**src/rtl/extint_pkg.sv**
```systemverilog
package extint_pkg;

    typedef enum logic [1:0] {
        TRIG_HIGH = 2'b00,
        TRIG_LOW  = 2'b01,
        TRIG_RISE = 2'b10,
        TRIG_FALL = 2'b11
    } trig_mode_e;

    localparam int MODE_W = 2;

endpackage

```
**src/rtl/extint_sync.sv**
```systemverilog
module extint_sync #(
    parameter int WIDTH = 8
) (
    input  logic             clk,
    input  logic             rst_n,
    input  logic [WIDTH-1:0] async_i,
    output logic [WIDTH-1:0] stage1_o,
    output logic [WIDTH-1:0] sync_o
);

    typedef struct packed {
        logic [WIDTH-1:0] s1;
        logic [WIDTH-1:0] s2;
    } sync_st_t;

    sync_st_t st_d, st_q;

    always_comb begin
        st_d    = st_q;
        st_d.s1 = async_i;
        st_d.s2 = st_q.s1;
    end

    always_ff @(posedge clk or negedge rst_n) begin
        if (!rst_n) begin
            st_q <= '0;
        end else begin
            st_q <= st_d;
        end
    end

    assign stage1_o = st_q.s1;
    assign sync_o   = st_q.s2;

endmodule

```
**src/rtl/extint_mode_reg.sv**
```systemverilog
module extint_mode_reg
    import extint_pkg::*;
#(
    parameter int NUM_CH = 8
) (
    input  logic                           clk,
    input  logic                           rst_n,
    input  logic                           cfg_we_i,
    input  logic [NUM_CH*MODE_W-1:0]       cfg_mode_i,
    output logic [NUM_CH-1:0][MODE_W-1:0]  mode_o,
    output logic [NUM_CH-1:0]              chg_o
);

    typedef struct packed {
        logic [NUM_CH-1:0][MODE_W-1:0] mode;
    } mode_st_t;

    mode_st_t st_d, st_q;

    always_comb begin
        st_d = st_q;
        if (cfg_we_i) begin
            for (int i = 0; i < NUM_CH; i++) begin
                st_d.mode[i] = cfg_mode_i[i*MODE_W +: MODE_W];
            end
        end
    end

    always_ff @(posedge clk or negedge rst_n) begin
        if (!rst_n) begin
            for (int i = 0; i < NUM_CH; i++) begin
                st_q.mode[i] <= TRIG_HIGH;
            end
        end else begin
            st_q <= st_d;
        end
    end

    for (genvar g = 0; g < NUM_CH; g++) begin : g_chg
        assign chg_o[g] = cfg_we_i && (cfg_mode_i[g*MODE_W +: MODE_W] != st_q.mode[g]);

        // a strobed code is the live mode after the next edge
        p_mode_capture_r11: assert property (@(posedge clk) disable iff (!rst_n)
            cfg_we_i |=> mode_o[g] == $past(cfg_mode_i[g*MODE_W +: MODE_W]));

        // without a strobe the mode holds
        p_mode_hold_r11: assert property (@(posedge clk) disable iff (!rst_n)
            !cfg_we_i |=> $stable(mode_o[g]));
    end

    assign mode_o = st_q.mode;

endmodule

```
**src/rtl/extint_channel.sv**
```systemverilog
module extint_channel
    import extint_pkg::*;
(
    input  logic       clk,
    input  logic       rst_n,
    input  logic       sync_i,
    input  trig_mode_e mode_i,
    input  logic       mode_chg_i,
    input  logic       clr_i,
    output logic       req_o
);

    typedef struct packed {
        logic prev;
        logic flag;
    } chan_st_t;

    chan_st_t st_d, st_q;
    logic     is_edge_mode;
    logic     edge_evt;

    always_comb begin
        is_edge_mode = mode_i[1];
        unique case (mode_i)
            TRIG_RISE: edge_evt = sync_i & ~st_q.prev;
            TRIG_FALL: edge_evt = ~sync_i & st_q.prev;
            default:   edge_evt = 1'b0;
        endcase

        st_d      = st_q;
        st_d.prev = sync_i;
        if (!is_edge_mode || mode_chg_i) begin
            st_d.flag = 1'b0;
        end else if (edge_evt) begin
            st_d.flag = 1'b1;
        end else if (clr_i) begin
            st_d.flag = 1'b0;
        end

        unique case (mode_i)
            TRIG_HIGH: req_o = sync_i;
            TRIG_LOW:  req_o = ~sync_i;
            default:   req_o = st_q.flag;
        endcase
    end

    always_ff @(posedge clk or negedge rst_n) begin
        if (!rst_n) begin
            st_q <= '0;
        end else begin
            st_q <= st_d;
        end
    end

    // rising transition seen in rising mode raises the request
    p_rise_sets_r5: assert property (@(posedge clk) disable iff (!rst_n)
        (mode_i == TRIG_RISE && !mode_chg_i && sync_i && !st_q.prev) |=> req_o);

    // falling transition seen in falling mode raises the request
    p_fall_sets_r6: assert property (@(posedge clk) disable iff (!rst_n)
        (mode_i == TRIG_FALL && !mode_chg_i && !sync_i && st_q.prev) |=> req_o);

    // a raised edge request holds without clear or mode change
    p_sticky_r7: assert property (@(posedge clk) disable iff (!rst_n)
        (is_edge_mode && req_o && !clr_i && !mode_chg_i) |=> req_o);

    // clear with no new edge drops the request
    p_clear_r8: assert property (@(posedge clk) disable iff (!rst_n)
        (is_edge_mode && clr_i && !edge_evt && !mode_chg_i) |=> !req_o);

    // a new edge wins over a simultaneous clear
    p_edge_beats_clear_r9: assert property (@(posedge clk) disable iff (!rst_n)
        (is_edge_mode && clr_i && edge_evt && !mode_chg_i) |=> req_o);

    // a changed mode leaves no pending edge
    p_chg_clears_r10: assert property (@(posedge clk) disable iff (!rst_n)
        mode_chg_i |=> !st_q.flag);

endmodule

```
**src/rtl/extint_conditioner.sv**
```systemverilog
module extint_conditioner
    import extint_pkg::*;
#(
    parameter int NUM_CH = 8
) (
    input  logic                       clk,
    input  logic                       rst_n,
    input  logic [NUM_CH-1:0]          irq_pin_i,
    input  logic                       cfg_we_i,
    input  logic [NUM_CH*MODE_W-1:0]   cfg_mode_i,
    input  logic [NUM_CH-1:0]          clr_i,
    output logic [NUM_CH-1:0]          irq_req_o
);

    logic [NUM_CH-1:0]             pin_s1;
    logic [NUM_CH-1:0]             pin_sync;
    logic [NUM_CH-1:0][MODE_W-1:0] mode_q;
    logic [NUM_CH-1:0]             mode_chg;

    extint_sync #(
        .WIDTH (NUM_CH)
    ) u_sync (
        .clk      (clk),
        .rst_n    (rst_n),
        .async_i  (irq_pin_i),
        .stage1_o (pin_s1),
        .sync_o   (pin_sync)
    );

    extint_mode_reg #(
        .NUM_CH (NUM_CH)
    ) u_mode (
        .clk        (clk),
        .rst_n      (rst_n),
        .cfg_we_i   (cfg_we_i),
        .cfg_mode_i (cfg_mode_i),
        .mode_o     (mode_q),
        .chg_o      (mode_chg)
    );

    for (genvar g = 0; g < NUM_CH; g++) begin : g_ch
        extint_channel u_chan (
            .clk        (clk),
            .rst_n      (rst_n),
            .sync_i     (pin_sync[g]),
            .mode_i     (trig_mode_e'(mode_q[g])),
            .mode_chg_i (mode_chg[g]),
            .clr_i      (clr_i[g]),
            .req_o      (irq_req_o[g])
        );

        // high-level request follows the first sync stage one edge later
        p_level_high_r3: assert property (@(posedge clk) disable iff (!rst_n)
            (mode_q[g] == TRIG_HIGH && !cfg_we_i) |=> irq_req_o[g] == $past(pin_s1[g]));

        // low-level request is the inverted first stage one edge later
        p_level_low_r4: assert property (@(posedge clk) disable iff (!rst_n)
            (mode_q[g] == TRIG_LOW && !cfg_we_i) |=> irq_req_o[g] == !$past(pin_s1[g]));
    end

    // first cycle out of reset presents no request
    p_reset_quiet_r2: assert property (@(posedge clk) disable iff (!rst_n)
        $rose(rst_n) |-> irq_req_o == '0);

endmodule

```
**config.mk**
```make
export PLATFORM = sky130hd
export DESIGN_NAME = extint_conditioner
export DESIGN_NICKNAME = d
export VERILOG_FILES = /design/src/rtl/extint_pkg.sv /design/src/rtl/extint_sync.sv /design/src/rtl/extint_mode_reg.sv /design/src/rtl/extint_channel.sv /design/src/rtl/extint_conditioner.sv
export SDC_FILE = /design/constraint.sdc
export NUM_CORES = 1
export LEC_CHECK = 0
export ABC_AREA = 0
export BUFFER_PORTS_ARGS = -buffer_cell sky130_fd_sc_hd__buf_4
export CORE_MARGIN = 2
export CORE_UTILIZATION = 40
export DETAILED_ROUTE_END_ITERATION = 16
export PLACE_DENSITY = 0.6
export SLEW_MARGIN = 20
export SYNTH_ARGS = -nofsm -noshare
export SYNTH_HDL_FRONTEND = slang
export SYNTH_HIERARCHICAL = 1
export SYNTH_SLANG_ARGS = --single-unit
```
**constraint.sdc**
```tcl
create_clock -name clk -period 2.7 [get_ports clk]
set_clock_uncertainty 0.15 [all_clocks]
set_input_delay 0.54 -clock clk [delete_from_list [all_inputs] [get_ports clk]]
set_output_delay 0.54 -clock clk [all_outputs]
set_load 0.005 [all_outputs]
```
# Word-level counts from Yosys, hierarchy flattened

Cells that the tools add are included.

Equality and inequality tests: 32
Mux-type cells: 40
Bitwise gates (word level): 32
Reductions and logical operators: 40

Operators with widths:

| kind                 | count |
|---|---|
| $eq A2 B2 Y1 const B | 16 |
| $pmux W1 S2          | 16 |
| $mux W1              | 24 |
| $reduce_bool A3 Y1   | 8 |
| $and A1 B1 Y1        | 16 |
| $eq A2 B1 Y1 const B | 8 |
| $logic_not A2 Y1     | 8 |
| $ne A2 B2 Y1         | 8 |
| $not A1 Y1           | 16 |
| $logic_and A1 B1 Y1  | 8 |
| $logic_not A1 Y1     | 8 |
| $logic_or A1 B1 Y1   | 8 |

Flip-flop bits (word level): 48
Output and inout bits: 8

# Depth between registers and ports, before layout

Gate-level depths: netlist of the first run.

Depth in word-level cells: 5
Gate-level depth with buffers: 4

# Hierarchy

Netlist of the first run, hierarchy kept.

Modules (own cells, without submodules):

| module          | instances | cells each | area each (sq um) |
|---|---|---|---|
| extint_channel  | 8         | 10         | 108.9 |
| extint_mode_reg | 1         | 59         | 868.3 |
| extint_sync     | 1         | 16         | 400.4 |

# Worst setup path before layout of the first run

Ideal clock, no wire load.

Path kind: reg2out
From: register u_mode.st_q, in the netlist u_mode/mode_o[0]
To: output irq_req_o[0]
Data arrival time: 0.707 ns
Required time: 2.010 ns
Path slack: 1.303 ns
Stages on the path, launching flop included: 3
Path through: dfrtp_1 xnor2_1 o21ai_0

Cells in the longest elaborated chain, start to end: 2

Ends and longest elaborated chain:

| element                                                 | RTL line                 | text |
|---|---|---|
| start, declared                                         | extint_mode_reg.sv:18    | `mode_st_t st_d, st_q;` |
| start signal, assigned                                  | extint_mode_reg.sv:35    | `st_q <= st_d;` |
| $eq A2 B1 Y1 / $logic_not A2 Y1 (equally long branches) | extint_channel.sv:40     | `unique case (mode_i)` |
| $pmux W1 S2 (*)                                         | extint_channel.sv:40     |  |
| end, declared                                           | extint_conditioner.sv:12 | `output logic [NUM_CH-1:0] irq_req_o` |

Every way passes the cells marked *; elsewhere a longest branch is shown, timed or not.

# Worst setup path after layout of the first run

From: register u_mode.st_q, in the netlist u_mode/mode_o[8]
To: output irq_req_o[4]

The elaborated chain is that of the path after synthesis.

==> run_results.csv, run 1 <==
group,metric,value,unit
floorplanning,ios,43,
power,vdd_drop_max,0.296,mV
final_layout,post-route-util,50.4,%
final_layout,fin_cells,272,
route,route.detailed.drc,0,
clock_network,htreeDepth,2,
sta,setup_viol,0,
yosys,syn_area,2140,um^2
run_status,status,"finished clean",
final_layout,drive_gt1_share,35.6,%
sta,grt_setup_unrepaired,"false",
final_layout,syn2layout_area_growth,21.1,%
final_layout,fin_nets,236,
clock_network,clock_latency,0.29,ns
floorplanning,die-area,5950,um^2
setup_path,path_cells,"xnor2_1, o21ai_0, buf_4",
sta,worst_pin_slew,0.593,ns
setup_path,critPathSlowestCell,"dfrtp_1",
sta,slew_headroom,60.5,%
place,gp_congestion,0.767,
sta,hold_viol_final,0,
clock_network,cts-root-buf,"clkbuf_8",
final_layout,fillers,486,
floorplanning,rows,26,
setup_path,cp_max_fo,5,
route,wire_per_inst,12.9,um
route,first_pass_iters,4,
yosys,ys_types,14,
clock_network,cts_tree,"yes",
run,cap_violations,0,
grt,grt_start_max_net_pins,49,
yosys,yosysWarnings,6,
route,antenna_left,0,
route,drtIter0Drc,43,
clock_network,clockBufferDepth,2,
grt,grt_overflow,0,
sta,min_period,1.90,ns
setup_path,crit_type,"reg -> out",
sta,holdWs,0.102,ns
final_layout,mostFrequentLayoutCells,"48 x dfrtp_1, 42 x buf_4, 24 x xnor2_1",
setup_path,worst_r2r_endpoint,"g_ch[5].u_chan/st_q[0]",
setup_path,regToRegSetupSlack,1.37,ns
sta,final-max-slew-violation-count,0,
setup_path,reg2regPathDepth,2,
route,avgViaCountPerCell,4.68,
clock_network,ctsResizeCount,0,
min_path,hp-class,"in -> async",
grt,grt_pass1_wl,6110,um
grt,antenna_found_initial,0,
final_layout,num_antenna_cells,0,
floorplanning,die-width,77.1,um
clock_network,clock_sinks,48,
place,place_hpwl,2440,um
yosys,avgSynthCellArea,13.8,um^2
setup_path,critPathLaunchType,"flip-flop",
route,routed-via-count,1273,
power,p_leak,1.12,nW
sta,setup_tns,0,ns
setup_path,reg2reg_from,"u_mode/mode_o[10]",
place,numPortBuffers,42,
final_layout,layout_commonest_cell,"dfrtp_1",
place,dp_cells,264,
sta,timing.final.crit_share,70.3,%
floorplanning,start_util,41.6,%
yosys,synth_nets,190,
sta,max_freq,527,MHz
grt,grt_pass1_vias,1379,
clock_network,numCtsBuffers,5,
grt,grt_usage,12.9,%
power,power_per_cell_area,569,nW/um^2
floorplanning,die_h,77.1,um
setup_path,arrival,1.21,ns
yosys,ys_seq_area_share,56.1,%
clock_network,cts_setup_buffers,0,
route,routed_wl,3510,um
setup_path,required,2.01,ns
yosys,synthCells,155,
clock_network,ctsHoldBuffers,0,
clock_network,clkTransAtPathRegs,0.08,ns
setup_path,endpoint_kind,"output port",
yosys,synth.ff_latch_count,48,
floorplanning,core,5140,um^2
setup_path,cpPeakStageDelay,0.44,ns
[metal layers]
layer	wire length [um]	track usage, %	share of wire, %
met3	199	4.47	5.7
met4	24	4.29	0.68
met1	1570	16.2	45
met5	0	0	0
met2	1720	20.8	49
[logic make-up (layout without fill, tap and decap cells)]
group           Yosys count  in the layout  synth area share (%)
buf+inv                  11             58                  3.39
flops                    48             48                  56.1
mux                      16             16                  10.5
simple gates             32             32                  9.82
xor+xnor                 24             24                  9.82
compound gates           24             24                  10.3
[cell usage after synthesis]
master / count / area (um^2)
nand3b_1: 8 / 60.1
mux2_4: 12 / 180
buf_12: 1 / 20.0
a21boi_0: 8 / 60.1
inv_1: 8 / 30.0
nand2b_1: 8 / 50.1
o21ai_0: 8 / 40.0
buf_6: 2 / 22.5
xnor2_1: 24 / 210
nand2_1: 8 / 30.0
a311oi_2: 8 / 120
mux2_2: 4 / 45.0
or3b_1: 8 / 70.1
dfrtp_1: 48 / 1200
[report_power, final]
group          switching, W  leakage, nW  internal (W)  total [W]
sequential        0.0000500        0.576      0.000768   0.000818
clock              0.000214       0.0455      0.000209   0.000423
combinational     0.0000872        0.502      0.000146   0.000234
[worst max-delay path by stage]
| stage | start | to | slack [ns] | depth (start not counted) |
|---|---|---|---|---|
| after floorplan | u_mode/mode_o[0] | irq_req_o[0] | 1.30 | 2 |
| after global placement | u_mode/mode_o[12] | irq_req_o[6] | 1.16 | 3 |
| after detailed placement | u_mode/mode_o[14] | irq_req_o[7] | 1.11 | 3 |
| after CTS | u_mode/mode_o[14] | irq_req_o[7] | 0.77 | 3 |
| after global routing | u_mode/mode_o[14] | irq_req_o[7] | 0.70 | 3 |
| final | u_mode/mode_o[8] | irq_req_o[4] | 0.80 | 3 |
[flip-flops by register name (all words and copies together) (netlist names)]
signal and flops:
u_sync/stage1_o 8, u_sync/sync_o 8, u_mode/mode_o 16, g_ch.u_chan/st_q 16
[worst max-delay path, delay by kind of cell, from the launching register on]
family / cells / cell delay (ns)
xor gates and xnor gates: 1 / 0.14
buffers and inverters: 1 / 0.15
AOI/OAI and AO/OA: 1 / 0.19
DFF: 1 / 0.44
[layout make-up]
type / instances / area (um^2) / area share [%]
multi-input combinational: 96 / 866 / 33.4
clock buffer: 8 / 90.1 / 3.48
tap: 70 / 87.6 / 3.38
sequential: 48 / 1200 / 46.4
timing repair buffer: 42 / 315 / 12.2
inverter: 8 / 30.0 / 1.16
[metrics by stage]
| step | power, W | setup slack, ns | instance area (um^2) |
|---|---|---|---|
| global placement | 0.00106 | 1.16 | 2500 |
| floorplan | 0.000965 | 1.30 | 2140 |
| CTS | 0.00151 | 0.773 | 2590 |
| global route | 0.00157 | 0.696 | 2590 |
| finish | 0.00147 | 0.801 | 2590 |
| detailed placement | 0.00107 | 1.11 | 2500 |
No activity file was read; power rests on OpenSTA's default activity.
==> run 2, diff against run 1 <==
- ABC_AREA: 0 -> 1
- clock period: 2.7 -> 1.8 ns (I/O delays scaled with it)
==> run 2 against run 1 <==
Hold slack worse by 0.078 ns. Cell area up 10%. Critical endpoint unchanged. Non-clock buffer count up 8.
==> run_results.csv, run 2 <==
group,metric,value,unit
floorplanning,ios,43,
setup_path,cpPeakStageDelay,0.42,ns
yosys,synth.ff_latch_count,48,
floorplanning,die-area,6280,um^2
route,first_pass_iters,4,
clock_network,cts-root-buf,"clkbuf_8",
sta,hold_viol_final,0,
yosys,synthCells,300,
place,numPortBuffers,42,
power,p_comb_share,15.3,%
setup_path,crit_top_cell,"nand2_1",
power,vdd_drop_max,0.394,mV
setup_path,crit_type,"reg -> out",
grt,grt_pass1_vias,1801,
setup_path,critPathSlowestCell,"dfrtp_1",
yosys,yosysMostFrequentCell,"nand2_1",
place,place_area,2660,um^2
power,power_per_cell_area,838,nW/um^2
floorplanning,die-width,79.3,um
yosys,ys_seq_area_share,53.0,%
setup_path,reg2reg_from,"u_mode/mode_o[6]",
min_path,hold_path_depth,1,
power,swShare,24.2,%
setup_path,critPathLaunchType,"flip-flop",
route,wire_per_inst,9.35,um
clock_network,numCtsBuffers,5,
final_layout,layout_commonest_cell,"nand2_1",
yosys,yosysTopAreaCell,"dfrtp_1",
clock_network,ctsResizeCount,0,
setup_path,cp_top_family,"flip-flops",
yosys,synth_top_area_share,53.0,%
grt,antenna_found_initial,0,
min_path,min_to,"u_sync/stage1_o[2]",
floorplanning,core,5470,um^2
place,place_hpwl,2910,um
setup_path,cp_max_fo,4,
yosys,ys.flop_type,"dfrtp_1",
clock_network,cts_tree,"yes",
setup_path,required,1.29,ns
run,cap_violations,0,
sta,setup_tns,0,ns
yosys,synth_nets,335,
setup_path,endpoint_kind,"output port",
yosys,synthTopCellsByArea,"dfrtp_1 53%, nand2_1 20%, inv_1 12%",
yosys,synthArstFlopShare,100,%
final_layout,syn2layout_area_growth,26.0,%
final_layout,fin_area,2860,um^2
yosys,ys_types,10,
clock_network,clockBufferDepth,2,
final_layout,num_antenna_cells,0,
clock_network,ctsHoldBuffers,5,
clock_network,clock_latency,0.29,ns
clock_network,clock_sinks,48,
min_path,min-delay-start,"irq_pin_i[2]",
sta,final-max-slew-violation-count,0,
power,p_leak,1.64,nW
sta,fin_ws,0.195,ns
grt,grt_overflow,0,
grt,grt_pass1_wl,7450,um
grt,grt_usage,15.0,%
sta,worst_pin_slew,0.590,ns
route,drtIter0Drc,83,
run_status,status,"finished clean",
grt,grt_start_max_net_pins,49,
sta,slew_headroom,60.7,%
yosys,syn_area,2270,um^2
yosys,avgSynthCellArea,7.55,um^2
yosys,yosysWarnings,6,
setup_path,arrival,1.09,ns
power,p_switching,0.000579,W
min_path,hp-class,"in -> reg",
route,antenna_left,0,
place,dp_worst_setup_slack,0.393,ns
yosys,synth_edf_count,0,
final_layout,mostFrequentLayoutCells,"120 x nand2_1, 73 x inv_1, 48 x dfrtp_1",
setup_path,path_buf_inv,2,
sta,timing.final.crit_share,89.2,%
power,p_int,0.00181,W
route,routed_wl,3990,um
power,seq_power_share,50.2,%
final_layout,fin_nets,389,
sta,min_period,1.60,ns
sta,grt_setup_unrepaired,"false",
sta,max_freq,623,MHz
route,routed-via-count,1868,
floorplanning,start_util,41.4,%
final_layout,drive_gt1_share,16.6,%
setup_path,reg2regPathDepth,6,
setup_path,worst_r2r_endpoint,"g_ch[3].u_chan/st_q[0]",
clock_network,htreeDepth,2,
sta,setup_viol,0,
power,p_clk_share,34.5,%
clock_network,clkTransAtPathRegs,0.08,ns
route,avgViaCountPerCell,4.37,
floorplanning,die_h,79.3,um
clock_network,cts_setup_buffers,0,
place,gp_congestion,0.740,
setup_path,path_cells,"inv_1, nand2_1, nand3_1, nand2_1, buf_4",
yosys,synth_common_cells,"120 x nand2_1, 73 x inv_1, 48 x dfrtp_1",
setup_path,regToRegSetupSlack,0.56,ns
floorplanning,rows,27,
route,route.detailed.drc,0,
[run 2: changes by cell type after synthesis, sizes merged, moves of 16 or more]
cell / previous run / this run
nand2: 8 / 120
mux2: 16 / 0
inv: 8 / 73
a21oi: 0 / 16
xnor2: 24 / 0
nand3: 0 / 16
[run 2: worst reg2reg max path, delay by kind of cell, from the launching register on]
family | cells | cell delay [ns]
DFF | 1 | 0.42
and+or+nand+nor | 3 | 0.36
AOI/OAI and AO/OA | 2 | 0.16
buffers and inverters | 1 | 0.08
[run 2: worst max-delay path by stage]
stage                           from                endpoint  slack [ns]  cells after the start
floorplan           u_mode/mode_o[1]  g_ch[0].u_chan/st_q[0]        0.69                      6
global placement            cfg_we_i  g_ch[2].u_chan/st_q[0]        0.44                      5
detailed placement          cfg_we_i  g_ch[3].u_chan/st_q[0]        0.39                      5
CTS                 u_mode/mode_o[8]            irq_req_o[4]        0.16                      5
global route        u_mode/mode_o[8]            irq_req_o[4]        0.09                      5
finish              u_mode/mode_o[8]            irq_req_o[4]        0.20                      5
[run 2: routing by layer]
metal | share of wire, % | wire [um] | track usage, % | vias up
met3 | 5.0 | 201 | 3.41 | 5
met5 | 0 | 0 | 0 | -
met1 | 46 | 1840 | 18.4 | 846
met2 | 48 | 1910 | 25.9 | 32
met4 | 1.0 | 40 | 5.17 | 0
li1 | - | - | - | 985
[run 2: per-stage QoR]
step	util [%]	power, W	hold slack [ns]	instances
2_1_floorplan	-	0.00141	-0.0856	300
3_3_place_gp	48.6	0.00158	0.182	412
3_5_place_dp	48.6	0.00159	0.186	412
4_1_cts	51.8	0.00244	0.00159	425
5_1_grt	52.2	0.00256	0.00231	427
6_report	52.2	0.00239	0.0248	427
[run 2: final cells by class]
class	instances	area [um^2]
well taps	72	90.1
repair buffers	50	393
clock buffers	7	96.3
clock inverters	1	30.0
inverters	73	274
fillers	528	2620
multi-input cells	176	771
flip-flops and latches	48	1200
[run 2: power by group through the flow]
| stage | registers [W] | clock network (W) | logic [W] |
|---|---|---|---|
| finish | 0.00120 | 0.000824 | 0.000367 |
| global route | 0.00122 | 0.000914 | 0.000430 |
| detailed placement | 0.00122 | 0 | 0.000361 |
| global placement | 0.00122 | 0 | 0.000354 |
| CTS | 0.00120 | 0.000867 | 0.000371 |
| floorplan | 0.00121 | 0 | 0.000203 |
[run 2: kinds of logic after synthesis]
family	count (synthesis)	synth area share (%)
AND/OR/NAND/NOR	144	25.6
flip-flops	48	53.0
buffers and inverters	76	13.0
AO/OA/AOI/OAI	32	8.39
